$ cat src/rtl/mw_eeprom_pkg.sv
package mw_eeprom_pkg;

    localparam int ADDR_W     = 8;
    localparam int DATA_W     = 16;
    localparam int HDR_W      = 3;
    localparam int SHORT_BITS = HDR_W + ADDR_W;
    localparam int LONG_BITS  = SHORT_BITS + DATA_W;
    localparam int CNT_W      = $clog2(LONG_BITS + 1);

    typedef logic [LONG_BITS-1:0] frame_bits_t;

    // Frame headers: start bit followed by the two opcode bits
    localparam logic [HDR_W-1:0] HDR_READ  = 3'b110;
    localparam logic [HDR_W-1:0] HDR_WRITE = 3'b101;
    localparam logic [HDR_W-1:0] HDR_CTRL  = 3'b100;
    localparam logic [HDR_W-1:0] HDR_ERASE = 3'b111;

    typedef enum logic [1:0] {
        OP_READ   = 2'b00,
        OP_WRITE  = 2'b01,
        OP_UNLOCK = 2'b10,
        OP_RSVD   = 2'b11
    } host_op_e;

    typedef enum logic [2:0] {
        S_IDLE, S_TX, S_RX, S_POLL, S_GAP, S_FIN
    } seq_state_e;

    typedef struct packed {
        frame_bits_t      bits;   // left-justified, MSB goes first
        logic [CNT_W-1:0] nbits;
        logic             prot;
        logic             rx;
        logic             poll;
        logic             last;
    } step_t;

    typedef struct packed {
        logic cs;
        logic sk;
        logic dout;
        logic drv;
        logic prot;
    } pins_t;

    function automatic frame_bits_t short_frame(logic [HDR_W-1:0] hdr, logic [ADDR_W-1:0] a);
        return {hdr, a, {DATA_W{1'b0}}};
    endfunction

    // Step program for each operation
    function automatic step_t plan_step(host_op_e op, logic [1:0] idx,
                                        logic [ADDR_W-1:0] a, logic [DATA_W-1:0] d);
        step_t s;
        s       = '0;
        s.nbits = CNT_W'(SHORT_BITS);
        case (op)
            OP_READ: begin
                s.bits = short_frame(HDR_READ, a);
                s.rx   = 1'b1;
                s.last = 1'b1;
            end
            OP_WRITE: begin
                case (idx)
                    2'd0: s.bits = short_frame(HDR_CTRL, {ADDR_W{1'b1}});
                    2'd1: begin
                        s.bits  = {HDR_WRITE, a, d};
                        s.nbits = CNT_W'(LONG_BITS);
                    end
                    2'd2: s.poll = 1'b1;
                    default: begin
                        s.bits = short_frame(HDR_CTRL, {ADDR_W{1'b0}});
                        s.last = 1'b1;
                    end
                endcase
            end
            OP_UNLOCK: begin
                case (idx)
                    2'd0: s.bits = short_frame(HDR_CTRL, {ADDR_W{1'b1}});
                    2'd1: begin
                        s.bits = short_frame(HDR_CTRL, {ADDR_W{1'b1}});
                        s.prot = 1'b1;
                    end
                    2'd2: begin
                        s.bits = short_frame(HDR_ERASE, {ADDR_W{1'b1}});
                        s.prot = 1'b1;
                    end
                    default: begin
                        s.poll = 1'b1;
                        s.last = 1'b1;
                    end
                endcase
            end
            default: s.last = 1'b1;
        endcase
        return s;
    endfunction

endpackage

$ cat src/rtl/mw_phase_timer.sv
module mw_phase_timer #(
    parameter int CYC = 1000
) (
    input  logic clk,
    input  logic rst,
    input  logic restart,
    output logic expire
);
    localparam int W = $clog2(CYC + 1);

    logic [W-1:0] cnt;

    assign expire = !restart && (cnt == W'(CYC - 1));

    always_ff @(posedge clk) begin
        if (rst || restart || expire)
            cnt <= '0;
        else
            cnt <= cnt + 1'b1;
    end
endmodule

$ cat src/rtl/mw_shifter.sv
module mw_shifter
    import mw_eeprom_pkg::*;
(
    input  logic               clk,
    input  logic               rst,
    input  logic               load,
    input  frame_bits_t        load_val,
    input  logic               tx_shift,
    output logic               tx_bit,
    input  logic               rx_shift,
    input  logic               rx_in,
    output logic [DATA_W-1:0]  rx_word
);
    frame_bits_t tx_q;

    assign tx_bit = tx_q[LONG_BITS-1];

    always_ff @(posedge clk) begin
        if (rst) begin
            tx_q    <= '0;
            rx_word <= '0;
        end else begin
            if (load)
                tx_q <= load_val;
            else if (tx_shift)
                tx_q <= {tx_q[LONG_BITS-2:0], 1'b0};
            if (rx_shift)
                rx_word <= {rx_word[DATA_W-2:0], rx_in};
        end
    end
endmodule

$ cat src/rtl/mw_eeprom_ctrl.sv
module mw_eeprom_ctrl
    import mw_eeprom_pkg::*;
#(
    parameter int PHASE_CYC  = 1000,
    parameter int POLL_LIMIT = 4096
) (
    input  logic        clk,
    input  logic        rst,
    input  logic        cmd_valid,
    input  logic [1:0]  cmd_op,
    input  logic [7:0]  cmd_addr,
    input  logic [15:0] cmd_wdata,
    output logic        busy,
    output logic        done,
    output logic        err,
    output logic [15:0] rdata,
    output logic        mw_cs,
    output logic        mw_clk,
    output logic        mw_dout,
    output logic        mw_drv,
    output logic        mw_prot,
    input  logic        mw_din
);
    localparam int PW = $clog2(POLL_LIMIT + 1);

    seq_state_e          state;
    host_op_e            op_q;
    logic [ADDR_W-1:0]   addr_q;
    logic [DATA_W-1:0]   wdata_q;
    logic [1:0]          idx;
    step_t               cur, nxt;
    logic [CNT_W-1:0]    bitcnt;
    logic [1:0]          phase;
    logic [PW-1:0]       poll_cnt;
    logic                err_q, abort_q;
    logic                din_m, din_s;
    pins_t               pins_d, pins_q;
    logic                expire, accept, load, tx_shift, rx_shift, tx_bit, last_bit;

    assign busy   = (state != S_IDLE) && (state != S_FIN);
    assign done   = (state == S_FIN);
    assign err    = err_q;
    assign accept = cmd_valid && !busy;

    assign nxt = accept ? plan_step(host_op_e'(cmd_op), 2'd0, cmd_addr, cmd_wdata)
                        : plan_step(op_q, idx + 2'd1, addr_q, wdata_q);

    assign load     = (accept && host_op_e'(cmd_op) != OP_RSVD) ||
                      (state == S_GAP && expire && !cur.last && !abort_q);
    assign tx_shift = (state == S_TX) && expire && (phase == 2'd2);
    assign rx_shift = (state == S_RX) && expire && (phase == 2'd0);
    assign last_bit = (bitcnt == cur.nbits - CNT_W'(1));

    mw_phase_timer #(.CYC(PHASE_CYC)) u_timer (
        .clk     (clk),
        .rst     (rst),
        .restart (state == S_IDLE || state == S_FIN),
        .expire  (expire)
    );

    mw_shifter u_shift (
        .clk      (clk),
        .rst      (rst),
        .load     (load),
        .load_val (nxt.bits),
        .tx_shift (tx_shift),
        .tx_bit   (tx_bit),
        .rx_shift (rx_shift),
        .rx_in    (din_s),
        .rx_word  (rdata)
    );

    always_comb begin
        pins_d = '0;
        case (state)
            S_TX: begin
                pins_d.cs   = 1'b1;
                pins_d.sk   = (phase == 2'd1);
                pins_d.dout = tx_bit;
                pins_d.drv  = 1'b1;
                pins_d.prot = cur.prot;
            end
            S_RX: begin
                pins_d.cs = 1'b1;
                pins_d.sk = (phase == 2'd0);
            end
            S_POLL:  pins_d.cs = 1'b1;
            default: pins_d = '0;
        endcase
    end

    always_ff @(posedge clk) begin
        if (rst) begin
            state    <= S_IDLE;
            op_q     <= OP_READ;
            addr_q   <= '0;
            wdata_q  <= '0;
            idx      <= '0;
            cur      <= '0;
            bitcnt   <= '0;
            phase    <= '0;
            poll_cnt <= '0;
            err_q    <= 1'b0;
            abort_q  <= 1'b0;
            din_m    <= 1'b0;
            din_s    <= 1'b0;
            pins_q   <= '0;
        end else begin
            din_m  <= mw_din;
            din_s  <= din_m;
            pins_q <= pins_d;
            case (state)
                S_IDLE, S_FIN: begin
                    state <= S_IDLE;
                    if (accept) begin
                        op_q    <= host_op_e'(cmd_op);
                        addr_q  <= cmd_addr;
                        wdata_q <= cmd_wdata;
                        abort_q <= 1'b0;
                        err_q   <= (host_op_e'(cmd_op) == OP_RSVD);
                        if (host_op_e'(cmd_op) == OP_RSVD) begin
                            state <= S_FIN;
                        end else begin
                            cur      <= nxt;
                            idx      <= '0;
                            bitcnt   <= '0;
                            phase    <= '0;
                            poll_cnt <= '0;
                            state    <= S_TX;
                        end
                    end
                end
                S_TX: if (expire) begin
                    if (phase == 2'd2) begin
                        phase <= '0;
                        if (last_bit) begin
                            bitcnt <= '0;
                            state  <= cur.rx ? S_RX : S_GAP;
                        end else begin
                            bitcnt <= bitcnt + 1'b1;
                        end
                    end else begin
                        phase <= phase + 1'b1;
                    end
                end
                S_RX: if (expire) begin
                    if (phase == 2'd0) begin
                        phase <= 2'd1;
                    end else begin
                        phase  <= '0;
                        bitcnt <= bitcnt + 1'b1;
                        if (bitcnt == CNT_W'(DATA_W - 1))
                            state <= S_GAP;
                    end
                end
                S_POLL: if (expire) begin
                    if (din_s) begin
                        state <= S_GAP;
                    end else if (poll_cnt == PW'(POLL_LIMIT - 1)) begin
                        err_q   <= 1'b1;
                        abort_q <= 1'b1;
                        state   <= S_GAP;
                    end else begin
                        poll_cnt <= poll_cnt + 1'b1;
                    end
                end
                S_GAP: if (expire) begin
                    if (cur.last || abort_q) begin
                        state <= S_FIN;
                    end else begin
                        cur      <= nxt;
                        idx      <= idx + 2'd1;
                        bitcnt   <= '0;
                        phase    <= '0;
                        poll_cnt <= '0;
                        state    <= nxt.poll ? S_POLL : S_TX;
                    end
                end
                default: state <= S_IDLE;
            endcase
        end
    end

    assign mw_cs   = pins_q.cs;
    assign mw_clk  = pins_q.sk;
    assign mw_dout = pins_q.dout;
    assign mw_drv  = pins_q.drv;
    assign mw_prot = pins_q.prot;
endmodule

$ cat config.mk
export PLATFORM = sky130hd
export DESIGN_NAME = mw_eeprom_ctrl
export DESIGN_NICKNAME = d
export VERILOG_FILES = /design/src/rtl/mw_eeprom_pkg.sv /design/src/rtl/mw_phase_timer.sv /design/src/rtl/mw_shifter.sv /design/src/rtl/mw_eeprom_ctrl.sv
export SDC_FILE = /design/constraint.sdc
export NUM_CORES = 1
export LEC_CHECK = 0
export BUFFER_PORTS_ARGS = -buffer_cell sky130_fd_sc_hd__buf_2
export CORE_MARGIN = 2
export CORE_UTILIZATION = 40
export DETAILED_ROUTE_END_ITERATION = 16
export SYNTH_ARGS = -nofsm -noshare
export SYNTH_HDL_FRONTEND = slang
export SYNTH_SLANG_ARGS = --single-unit
$ cat constraint.sdc
create_clock -name clk -period 6.13 [get_ports clk]
set_input_delay 0.613 -clock clk [delete_from_list [all_inputs] [get_ports clk]]
set_output_delay 0.613 -clock clk [all_outputs]
set_load 0.01 [all_outputs]
Word-level counts from Yosys, hierarchy flattened:

Cells that the tools add are included.

* register bits: 121
* input bits: 30
* logic and storage cells: 191

* add/subtract/negate cells: 6
* eq/ne operators: 35
* muxes and demuxes: 80
* bitwise operators: 1
* reduce and logical (&&, ||, !) cells: 45

Operators with widths (number)
* 27-bit case mux with 3 select lines: 2
* 27-bit case mux with 2 select lines: 2
* 13-bit 2-to-1 mux: 7
* 5-bit 2-to-1 mux: 11
* 27-bit 2-to-1 mux: 2
* 3-bit 2-to-1 mux: 14
* 13-bit case mux with 3 select lines: 1
* 36-bit 2-to-1 mux: 1
* 9-bit 2-to-1 mux: 4
* 2-bit != test (second input constant): 13
* 2-bit 2-to-1 mux: 12
* 5-bit case mux with 4 select lines: 1
* 9-bit case mux with 2 select lines: 1
* 9-bit AND reduction: 2
* 3-bit case mux with 5 select lines: 1
* 1-bit 2-to-1 mux: 14
* 13-bit by 1-bit adder with 13-bit output (second input constant): 1
* 13-bit by 12-bit equality test with 1-bit output (second input constant): 1
* 1-bit logical AND: 11
* 10-bit by 1-bit adder with 10-bit output (second input constant): 1
* 10-bit equality test (second input constant): 1
* 2-bit equality test (second input constant): 5
* 1-bit case mux with 2 select lines: 5
* 5-bit AND reduction: 2
* 26 further kinds: 52

Longest topological paths before layout:

Gate-level depths: netlist of the first run.

* depth in word-level cells: 10
* depth in mapped cells: 8
* mapped depth without buffers: 7

Modules after synthesis:

A second synthesis of the first run with hierarchy kept.

* cells, all modules: 677
* area, all modules: 5899.4 sq um

By module, submodules not included
* mw_eeprom_ctrl: times used 1, cells each 453, area an instance 3607.2 sq um, sequential area each 1301.2 sq um
* mw_shifter: times used 1, cells each 172, area an instance 1840.5 sq um, sequential area each 860.8 sq um
* mw_phase_timer: times used 1, cells each 52, area an instance 451.7 sq um, sequential area each 200.2 sq um

Worst setup path before layout of the first run:

No wires, ideal clock.

* kind: input to register
* start point: input port cmd_op[0]
* end point: register u_shift.tx_q[6]
* setup time: 121 ps
* arrival time: 2214 ps
* data required time: 6009 ps
* path slack: 3794 ps
* stages on the path: 7
* path through: ha_1 nand2b_1 a221oi_1 a31oi_1 clkbuf_1 a22oi_1 o21ai_2

* cells in the longest elaborated chain, start to end: 4
* elaborated cells on any way between the ends: 5
* those cells by class: 1 x eq/ne; 1 x mux; 3 x reduce/logical

Ends and longest elaborated chain
* start: declaration: RTL line mw_eeprom_ctrl.sv:10 `input logic [1:0] cmd_op,`
* 2-bit != test *: RTL line mw_eeprom_ctrl.sv:48 `assign load = (accept && host_op_e'(cmd_op) != OP_RSVD) ||`
* 1-bit logical AND *: RTL line mw_eeprom_ctrl.sv:48
* 1-bit logical OR *: RTL line mw_eeprom_ctrl.sv:48
* 27-bit 2-to-1 mux or 2-bit nonzero test (tied branches)
* end signal: assignment: RTL line mw_shifter.sv:24 `tx_q <= load_val;`
* end signal: assignment: RTL line mw_shifter.sv:26 `tx_q <= {tx_q[LONG_BITS-2:0], 1'b0};`
* end: declaration: RTL line mw_shifter.sv:14 `frame_bits_t tx_q;`

Mark *: on every way between the ends. The rest lies on a longest branch, timed or not.
A chain may end at the register's enable or synchronous reset.

Final worst setup path of the first run:

* start point: register u_timer.cnt[0]
* end point: register poll_cnt[6]

* cells in the longest elaborated chain, start to end: 4
* elaborated cells on any way between the ends: 5
* those cells by class: 3 x eq/ne; 2 x reduce/logical

Ends and longest elaborated chain
* start: declaration: RTL line mw_phase_timer.sv:11 `logic [W-1:0] cnt;`
* start signal: assignment: RTL line mw_phase_timer.sv:19 `cnt <= cnt + 1'b1;`
* 10-bit equality test *: RTL line mw_phase_timer.sv:13 `assign expire = !restart && (cnt == W'(CYC - 1));`
* 1-bit logical AND *: RTL line mw_phase_timer.sv:13
* 2-bit != test (no source line)
* 8-bit AND reduction (no source line) *
* end signal: assignment: RTL line mw_eeprom_ctrl.sv:164 `poll_cnt <= poll_cnt + 1'b1;`
* end: declaration: RTL line mw_eeprom_ctrl.sv:34 `logic [PW-1:0] poll_cnt;`

Marks and branches as above.

==> results of run 1 <==
metrics by stage:
| step | utilization | worst slack, ps |
|---|---|---|
| finish | 0.4767 | 3229 |
| detailed placement | 0.4319 | 3133 |
| CTS | 0.4763 | 3182 |
| floorplan | - | 3794 |
| global placement | 0.4319 | 3199 |
| global route | 0.4767 | 2942 |
per-layer routing:
| metal | up-vias | track usage |
|---|---|---|
| met5 | - | 0 |
| met4 | 0 | 0.08190 |
| met3 | 22 | 0.05762 |
| met2 | 97 | 0.2903 |
| met1 | 2358 | 0.2500 |
| li1 | 2477 | - |
Yosys cell counts (11+ instances only):
cell and number:
a21o_1 11, a21oi_1 55, a22oi_1 20, buf_2 11, clkbuf_1 20, dfxtp_1 118, ha_1 15, inv_1 38
mux2i_1 22, nand2_1 99, nand3_1 30, nor2_1 60, o21ai_0 18
kinds of logic after synthesis:
group / Yosys count / share of synthesized area
simple gates: 254 / 0.2175
xor+xnor: 11 / 0.01716
mux: 23 / 0.04122
buf+inv: 79 / 0.05927
fa+ha+maj: 15 / 0.03342
compound gates: 177 / 0.2108
flops: 118 / 0.4207
flip-flops by register name, indices dropped and copies added, names as in the netlist, 3 cells and up:
signal	flops
u_shift.tx_q	27
u_shift.rx_word	16
wdata_q	16
poll_cnt	13
u_timer.cnt	10
addr_q	8
bitcnt	5
cur	5
state	3
power groups by stage:
stage	combinational (mW)	clock, mW	sequential [mW]
2_1_floorplan	0.444	0	0.901
3_3_place_gp	0.545	0	0.936
3_5_place_dp	0.553	0	0.939
4_1_cts	0.557	1.03	0.923
5_1_grt	0.630	1.07	0.938
6_report	0.562	1.01	0.924
final timing paths:
path | start | end | slack, ps | cells past startpoint
max | u_timer.cnt[0]$_SDFF_PP0_ | poll_cnt[6]$_SDFFE_PP0P_ | 3230 | 6
min reg2reg | din_m$_SDFF_PP0_ | din_s$_SDFF_PP0_ | 430 | 1
max reg2reg | u_timer.cnt[0]$_SDFF_PP0_ | poll_cnt[6]$_SDFFE_PP0P_ | 3230 | 6
min | mw_din | din_m$_SDFF_PP0_ | 420 | 2
layout make-up:
| class | count | area, sq um | share of cell area |
|---|---|---|---|
| multi-input cells | 480 | 2929 | 0.4461 |
| inverters | 38 | 142.6 | 0.02172 |
| clock inverters | 12 | 145.1 | 0.02210 |
| flip-flops and latches | 118 | 2362 | 0.3598 |
| repair buffers | 57 | 295.3 | 0.04497 |
| clock buffers | 20 | 466.7 | 0.07107 |
| well taps | 180 | 225.2 | 0.03430 |
critical path, cell delays in order (launching register included):
cell and delay, ps:
dfxtp_1 370, ha_1 260, nand4b_4 170, nor3_1 680, nand4_2 550, a211oi_1 390, mux2_2 360
==> results.md, run 1 <==
* Placed cell count at 873
* Clock Power Share at 0.405
* Gate Count Post-Synth at 677
* Startpoint Class: flip-flop
* Hold Buf Count CTS at 0
* H-tree Lvls at 4
* Final worst path period need at 2901 ps
* Hold Slack at ~420 ps
* Post-CTS setup buffers at 0
* CTS tree: done
* Placed Area at 5948 sq um
* DRT Pass-1 Iters at 4
* M1 wire length at 6386 um
* Buffers on Ports at 53
* Synth top area cells: dfxtp_1 (42%), nand2_1 (6.6%), a21oi_1 (4.9%)
* Crit Path Max Fanout at 18
* Worst EP arrival at 3210 ps
* Post-Synthesis Cell Area at 5615 sq um
* Post-cts repair resize count at 0
* Slew @ Worst Pin at 1168 ps
* CP endpoint kind: flip-flop
* RSZ-0062 raised after global routing: no
* Remaining DRCs at 0
* Die Y at 122.5 um
* Max Cap Viol at 0
* Largest net degree at the start of global routing at between 50 and 60
* Worst-skew pair later-pin latency at between 400 and 500 ps
* Ports at 54
* Commonest non-fill, non-tap cell in the layout: dfxtp_1
* CP Data Required Time at ~6400 ps
* Clock Pin Slew Worst Setup and Hold Paths at about 60 ps
* Overflow after GRT at 0
* Ys Warns at 0
* Antenna diodes at 0
* CORE AREA at approximately 14000 sq um
* Vias in the first global route at 4672
* Met2 routed WL at around 6000 um
* Clock root buffer: clkbuf_16
* Seq pwr share at 0.370
* Post-synth top area cell: dfxtp_1
* Switching Share at 0.3268
* Routability cong. at 0.8380
* Worst Path Class, Setup: flip-flop to flip-flop
* Pint at 1.680 mW
* Count of flip-flops with a built-in enable after synthesis at 0
* Initial core utilization at 0.4077
* Commonest cells after routing, fill and taps aside: dfxtp_1 (118), nand2_1 (99), nor2_1 (59)
* Share of post-route cells with drive strength above 1 at 0.1407
* Final WL at 13370 um
* Leakage at 2.535 nW
* Power Density at 380.2 nW/um^2
* Final Non-Filler Cells at 905
* First-pass GRT wire length at 22450 um
* Max clock buf depth at 2
* Comb pwr share at 0.225
* Max Slew Vio Count at 0
* Number of fill cells at 1356
* Antenna viol nets, final at 0
* Routed via count at 4954
* Hold Fails Final Rpt at 0
* Post-Syn Nets at 722
* Fin area at about 6600 sq um
* Top cell type's share of synthesized area at 0.4207
* Setup TNS at 0 ps
* Initial antenna violation count at 0
* DR iter-0 viols at 303
* Worst VDD drop at 200.0 uV
* Switch Pwr at 0.8158 mW
* Sequential-to-total area share from yosys stat at 0.4207
* Metal3 WL at 654 um
* Dpl hpwl at 8910 um
* Die X at ~120 um
* GR Util All Layers at 0.1906
* Area Overhead vs Synth at 16.93%
* Synthesized flop and latch total at between 100 and 150
* Status: completed
* Row count at 43
* Final setup vio count at 0
* CTS buffer count at 17
* Clock sink total at 118
* Worst hold path class: input port to flip-flop
* Clock Skews at roughly 9 ps
* Worst slew margin at 0.2190
* Ys async rst share at 0
* Crit share post-route at 0.4732
* Routed len/inst at 14.77 um
* Routed vias/inst at 5.474
* Synthesized area per cell at 8.295 sq um
* Post-synth top flop: dfxtp_1
* Yosys cell types at 60
* Fmax at 344.8 MHz
* Die ar. at 15000 sq um
* Total Power at 2.496 mW
* Fin nets at around 760
* Top Layer Used: met4
Note: power is estimated with default switching activity, not from simulation.
==> run 2: changes to the inputs <==
- ABC_AREA: unset -> 1
- clock period: 6.13 -> 2.3 ns (I/O delays scaled with it)
==> run 2 against run 1 <==
- final area is 8.4% higher
- die area is 9.5% higher
- count of clock-buffer cells in the layout grew 3
- wire length is 7.8% higher
- via count increased by 16%
- global-route usage decreased by 0.70 points
- non-clock buffer count increased by 9
- largest power group is now registers
- highest routed layer is now met5
==> results.md, run 2 <==
* Max Cap Viol at 0
* Post-Synthesis Cell Area at 6168 sq um
* Fmax at 487.8 MHz
* CTS buffer count at 17
* DRT Pass-1 Iters at 5
* Top flop regs: u_shift.tx_q (27), u_shift.rx_word (16), wdata_q (16)
* Synth top cells by count: nand2_1 (281), nor2_1 (129), dfxtp_1 (118)
* Commonest non-fill, non-tap cell in the layout: nand2_1
* H-tree Lvls at 4
* Ys Warns at 0
* Routed vias/inst at 4.817
* CP endpoint kind: flip-flop
* Worst Path Class, Setup: flip-flop to flip-flop
* DR iter-0 viols at 349
* Count of flip-flops with a built-in enable after synthesis at 0
* Largest register FFs at 27
* CTS tree: done
* CP Data Required Time at between 2000 and 3000 ps
* Post-CTS setup buffers at 0
* Compound-Gate Fraction of Synth Area at 0.1002
* Yosys cell types at 34
* Max Slew Vio Count at 0
* Multi-input logic area at 3168 sq um
* Power Density at 990.4 nW/um^2
* CORE AREA at 15150 sq um
* First-pass GRT wire length at 24520 um
* Gate Count Post-Synth at 955
* Initial core utilization at 0.4073
* Post-Syn Nets at 1000
* Status: completed
* Hold_sp: mw_din
* Most frequent cell after synthesis: nand2_1
* Initial antenna violation count at 2
* Buffers on Ports at 53
* Die ar. at roughly 16000 sq um
* Top cell type's share of synthesized area at 0.3830
* Worst slew margin at 0.6824
* Largest net degree at the start of global routing at 70
* Final setup vio count at 0
* Clock Pin Slew Worst Setup and Hold Paths at 50 ps
* Post-synth top flop: dfxtp_1
* Row count at between 40 and 50
* R2r setup slk at 250 ps
* Crit Path Max Fanout at 21
* Clock root buffer: clkbuf_16
* Worst VDD drop at 605.1 uV
* Ys async rst share at 0
* Mux contribution to synthesized area at 0
* Final worst path period need at 2050 ps
* Routed len/inst at approximately 12 um
* Crit share post-route at 0.8913
* Routed via count at 5766
* Commonest cells after routing, fill and taps aside: nand2_1 (281), nor2_1 (129), dfxtp_1 (118)
* Hold Buf Count CTS at 0
* Die Y at 128.2 um
* Ports at 54
* Die X at approximately 130 um
* Number of fill cells at 1574
* Hold Fails Final Rpt at 0
* Fin nets at approximately 1000
* Startpoint Class: flip-flop
* Synthesized area per cell at 6.459 sq um
* Simple-gate share of the synthesized area at 0.3759
* Area Overhead vs Synth at 15.42%
* Clock Skews at between 6 and 7 ps
* Remaining DRCs at 0
* Routability cong. at 0.8628
* Worst hold path class: input port to flip-flop
* Antenna viol nets, final at 0
* Critical Path Source: state[0]$_SDFFE_PP0P_
* RSZ-0062 raised after global routing: no
* GR Util All Layers at 0.1837
* Largest family of logic cells by synthesized area: simple AND/OR/NAND/NOR gates
* Worst EP arrival at about 2400 ps
* Clock sink total at 118
* Synth top area cells: dfxtp_1 (38%), nand2_1 (17%), nor2_1 (7.8%)
* Worst-skew pair later-pin latency at 410 ps
* DP Worst Slack at 258.8 ps
* Post-synthesis adder-cell area fraction at 0.03043
* Seq. cell area at 2362 sq um
* R2r startpoint: state[0]$_SDFFE_PP0P_
* Post-cts repair resize count at 0
* Final WL at approximately 14000 um
* Leakage at 3.357 nW
* Overflow after GRT at 0
* Top reg by flops: u_shift.tx_q
* Post-synth top area cell: dfxtp_1
* Share of post-route cells with drive strength above 1 at 0.1151
* Slew @ Worst Pin at 475.7 ps
* Max clock buf depth at 2
* Synthesized flop and latch total at 118
* Setup TNS at 0 ps
* Synth Area in XOR/XNOR at 0.007099
* Hold Slack at 25.63 ps
* Setup ws final at 250.0 ps
* Sequential-to-total area share from yosys stat at 0.3830
* Vias in the first global route at 5142
* Dpl hpwl at 9797 um
run 2: cell count changes after synthesis, moves of 8 or more:
cell / delta
nand2_1: +182
inv_1: +70
nor2_1: +69
o21ai_0: +38
nand3_1: +31
nand4_1: +28
mux2i_1: -22
a22oi_1: -20
a21o_1: -11
o2111ai_1: -10
nand2b_1: -9
a2111o_1: -8
inv_2: +8
run 2: power by group:
| group | internal (mW) | switching (mW) | leakage, nW |
|---|---|---|---|
| combinational | 0.697 | 1.46 | 2.14 |
| sequential | 2.33 | 0.198 | 0.961 |
| clock | 1.51 | 0.861 | 0.255 |
| total | 4.54 | 2.52 | 3.36 |
run 2: cells by family (layout without fill, tap and decap cells):
| family | count (synthesis) | after routing |
|---|---|---|
| AOI/OAI and AO/OA | 120 | 120 |
| xor gates and xnor gates | 5 | 5 |
| adders and majority gates | 15 | 15 |
| buffers and inverters | 159 | 212 |
| DFF | 118 | 118 |
| other | 0 | 1 |
| and+or+nand+nor | 538 | 538 |
run 2: cell type report:
type,instances,area share
timing repair buffer,66,0.05448
clock buffer,23,0.06573
clock inverter,5,0.007381
multi-input combinational,678,0.4450
tap,188,0.03304
inverter,118,0.06221
antenna,1,0.0003515
sequential,118,0.3318
run 2: metal layers:
layer,GRT usage,share of wire,up-vias
met2,0.2713,0.42,113
met1,0.2575,0.52,2524
li1,-,-,3110
met5,0,0.00090,-
met3,0.05342,0.046,17
met4,0.05818,0.013,2
run 2: metrics by stage:
| stage | util | total power, mW | cells | area [sq um] |
|---|---|---|---|---|
| 2_1_floorplan | - | 4.212 | 955 | 6168 |
| 3_3_place_gp | 0.4355 | 4.713 | 1168 | 6596 |
| 4_1_cts | 0.4699 | 7.121 | 1196 | 7117 |
| 6_report | 0.4701 | 7.051 | 1197 | 7119 |
| 3_5_place_dp | 0.4355 | 4.714 | 1168 | 6596 |
| 5_1_grt | 0.4701 | 7.567 | 1197 | 7119 |
run 2: worst max-delay path, stage by stage (launching register included):
cell     delay, ps
dfxtp_1        510
nand3_2        150
nand2_2        160
nand2_4        170
nor2_8         190
inv_2          120
nand2_4        230
inv_1          180
a21oi_1        160
nor2_1          50
run 2: path summary, 6_finish.rpt:
kind                               to  depth (start not counted)
hold reg to reg      din_s$_SDFF_PP0_                          2
setup reg to reg  idx[0]$_SDFFE_PP0P_                          9
hold / removal       din_m$_SDFF_PP0_                          3
setup / recovery  idx[0]$_SDFFE_PP0P_                          9
==> run 3: changes to the inputs <==
- RECOVER_POWER: unset -> 25
==> run 3 against run 2 <==
- hold slack worse by 1.2 ps
- final cell count unchanged
- setup slack worse by 18 ps
- die area unchanged
- register-to-register slack worse by 20 ps
- highest routed layer unchanged
- largest power group unchanged
- final area down 0.49%
- first-iteration DRC count down 2.9%
- critical path depth unchanged
==> results.md, run 3 (synthesis results as in run 2) <==
* Routed via count at roughly 5800
* Largest register FFs at 27
* Setup TNS at 0 ps
* Top reg by flops: u_shift.tx_q
* DRT Pass-1 Iters at 5
* M1 wire length at 7488 um
* Area Overhead vs Synth at 14.85%
* Clock root buffer: clkbuf_16
* Metal3 WL at around 660 um
* Crit Path Max Fanout at 21
* Final WL at approximately 14000 um
* Crit share post-route at 0.8993
* Startpoint Class: flip-flop
* Commonest non-fill, non-tap cell in the layout: nand2_1
* Hold Fails Final Rpt at 0
* Max clock buf depth at 2
* Total Power at 7.043 mW
* Die X at around 130 um
* CP endpoint kind: flip-flop
* Placed cell count at 1168
* CP Data Required Time at 2540 ps
* CORE AREA at 15150 sq um
* Fin area at 7084 sq um
* Share of post-route cells with drive strength above 1 at 0.09028
* Leakage at 3.255 nW
* Worst hold path class: input port to flip-flop
* Power Density at 994.1 nW/um^2
* Clock sink total at roughly 120
* Worst slew margin at 0.1744
* Remaining DRCs at 0
* Antenna viol nets, final at 0
* Status: completed
* Die ar. at around 16000 sq um
* Vias in the first global route at around 5000
* Initial core utilization at 0.4073
* Hold Buf Count CTS at 0
* Buffers on Ports at 53
* Worst Path Class, Setup: flip-flop to flip-flop
* Worst R2R Path Depth at 9
* Final worst path period need at 2068 ps
* RSZ-0062 raised after global routing: no
* Final Non-Filler Cells at between 1000 and 1500
* CTS buffer count at 17
* First-pass GRT wire length at between 20000 and 25000 um
* Placed Area at 6596 sq um
* Top flop regs: u_shift.tx_q (27), u_shift.rx_word (16), wdata_q (16)
* GR Util All Layers at 0.1837
* Ports at 54
* H-tree Lvls at 4
* Post-cts repair resize count at 0
* Hold Path Stages at 3
* Overflow after GRT at 0
* R2r setup slk at 230 ps
* Met2 routed WL at ~6000 um
* Top Layer Used: met5
* Max Cap Viol at 0
* Worst VDD drop at slightly above 600 uV
* Routed vias/inst at 4.806
* Fin nets at 1044
* Clock Skews at 7.205 ps
* Max Slew Vio Count at 0
* Slew @ Worst Pin at 1238 ps
* Worst EP arrival at 2310 ps
* Post-CTS setup buffers at 0
* Clock Pin Slew Worst Setup and Hold Paths at about 50 ps
* Commonest cells after routing, fill and taps aside: nand2_1 (282), nor2_1 (129), dfxtp_1 (118)
* Initial antenna violation count at 2
* Final setup vio count at 0
* Worst-skew pair later-pin latency at 410 ps
* DR iter-0 viols at 339
* Die Y at 128.2 um
* CTS tree: done
* Routability cong. at around 0.86
* Largest net degree at the start of global routing at 70
* Fmax at around 480 MHz
* Hold Slack at 24.42 ps
* Dpl hpwl at 9797 um
* Row count at 45
* Routed len/inst at 12.04 um
run 3: cell count changes in the layout (fill, tap and decap cells not counted), sizes merged:
cell and change:
buf -24, clkbuf +24
run 3: where the power goes:
group	internal, mW	switching, mW	leakage, nW
logic	0.689	1.45	2.04
clock network	1.51	0.862	0.255
registers	2.33	0.198	0.961
total	4.53	2.52	3.26
run 3: metal layers:
layer  vias up  global-route usage
met5         -                   0
met4         2             0.05818
met3        15             0.05342
met2       115              0.2713
met1      2510              0.2575
li1       3111                   -
run 3: critical path: stages, from the launching register on:
cell and delay (ps):
dfxtp_1 510, nand3_2 150, nand2_2 160, nand2_4 170, nor2_8 190, inv_2 120
nand2_4 230, inv_1 180, nand3_1 110, a21oi_1 70
run 3: worst paths after layout:
kind	from	to
worst max-delay path	state[0]$_SDFFE_PP0P_	u_shift.tx_q[0]$_SDFFE_PP0P_
worst min-delay path	mw_din	din_m$_SDFF_PP0_
worst max register to register	state[0]$_SDFFE_PP0P_	u_shift.tx_q[0]$_SDFFE_PP0P_
worst min register to register	din_m$_SDFF_PP0_	din_s$_SDFF_PP0_
run 3: per-stage QoR:
step	utilization	setup WS, ps
floorplan	-	577.6
global placement	0.4355	294.7
detailed placement	0.4355	258.8
CTS	0.4699	243.4
global route	0.4677	65.09
finish	0.4677	231.6
run 3: final cells by class:
| type | instances | area (sq um) |
|---|---|---|
| diodes | 1 | 2.502 |
| clock buffers | 23 | 467.9 |
| clock inverters | 5 | 52.55 |
| fillers | 1591 | 8061 |
| inverters | 118 | 442.9 |
| multi-input cells | 678 | 3166 |
| flip-flops and latches | 118 | 2362 |
| well taps | 188 | 235.2 |
| repair buffers | 66 | 355.3 |
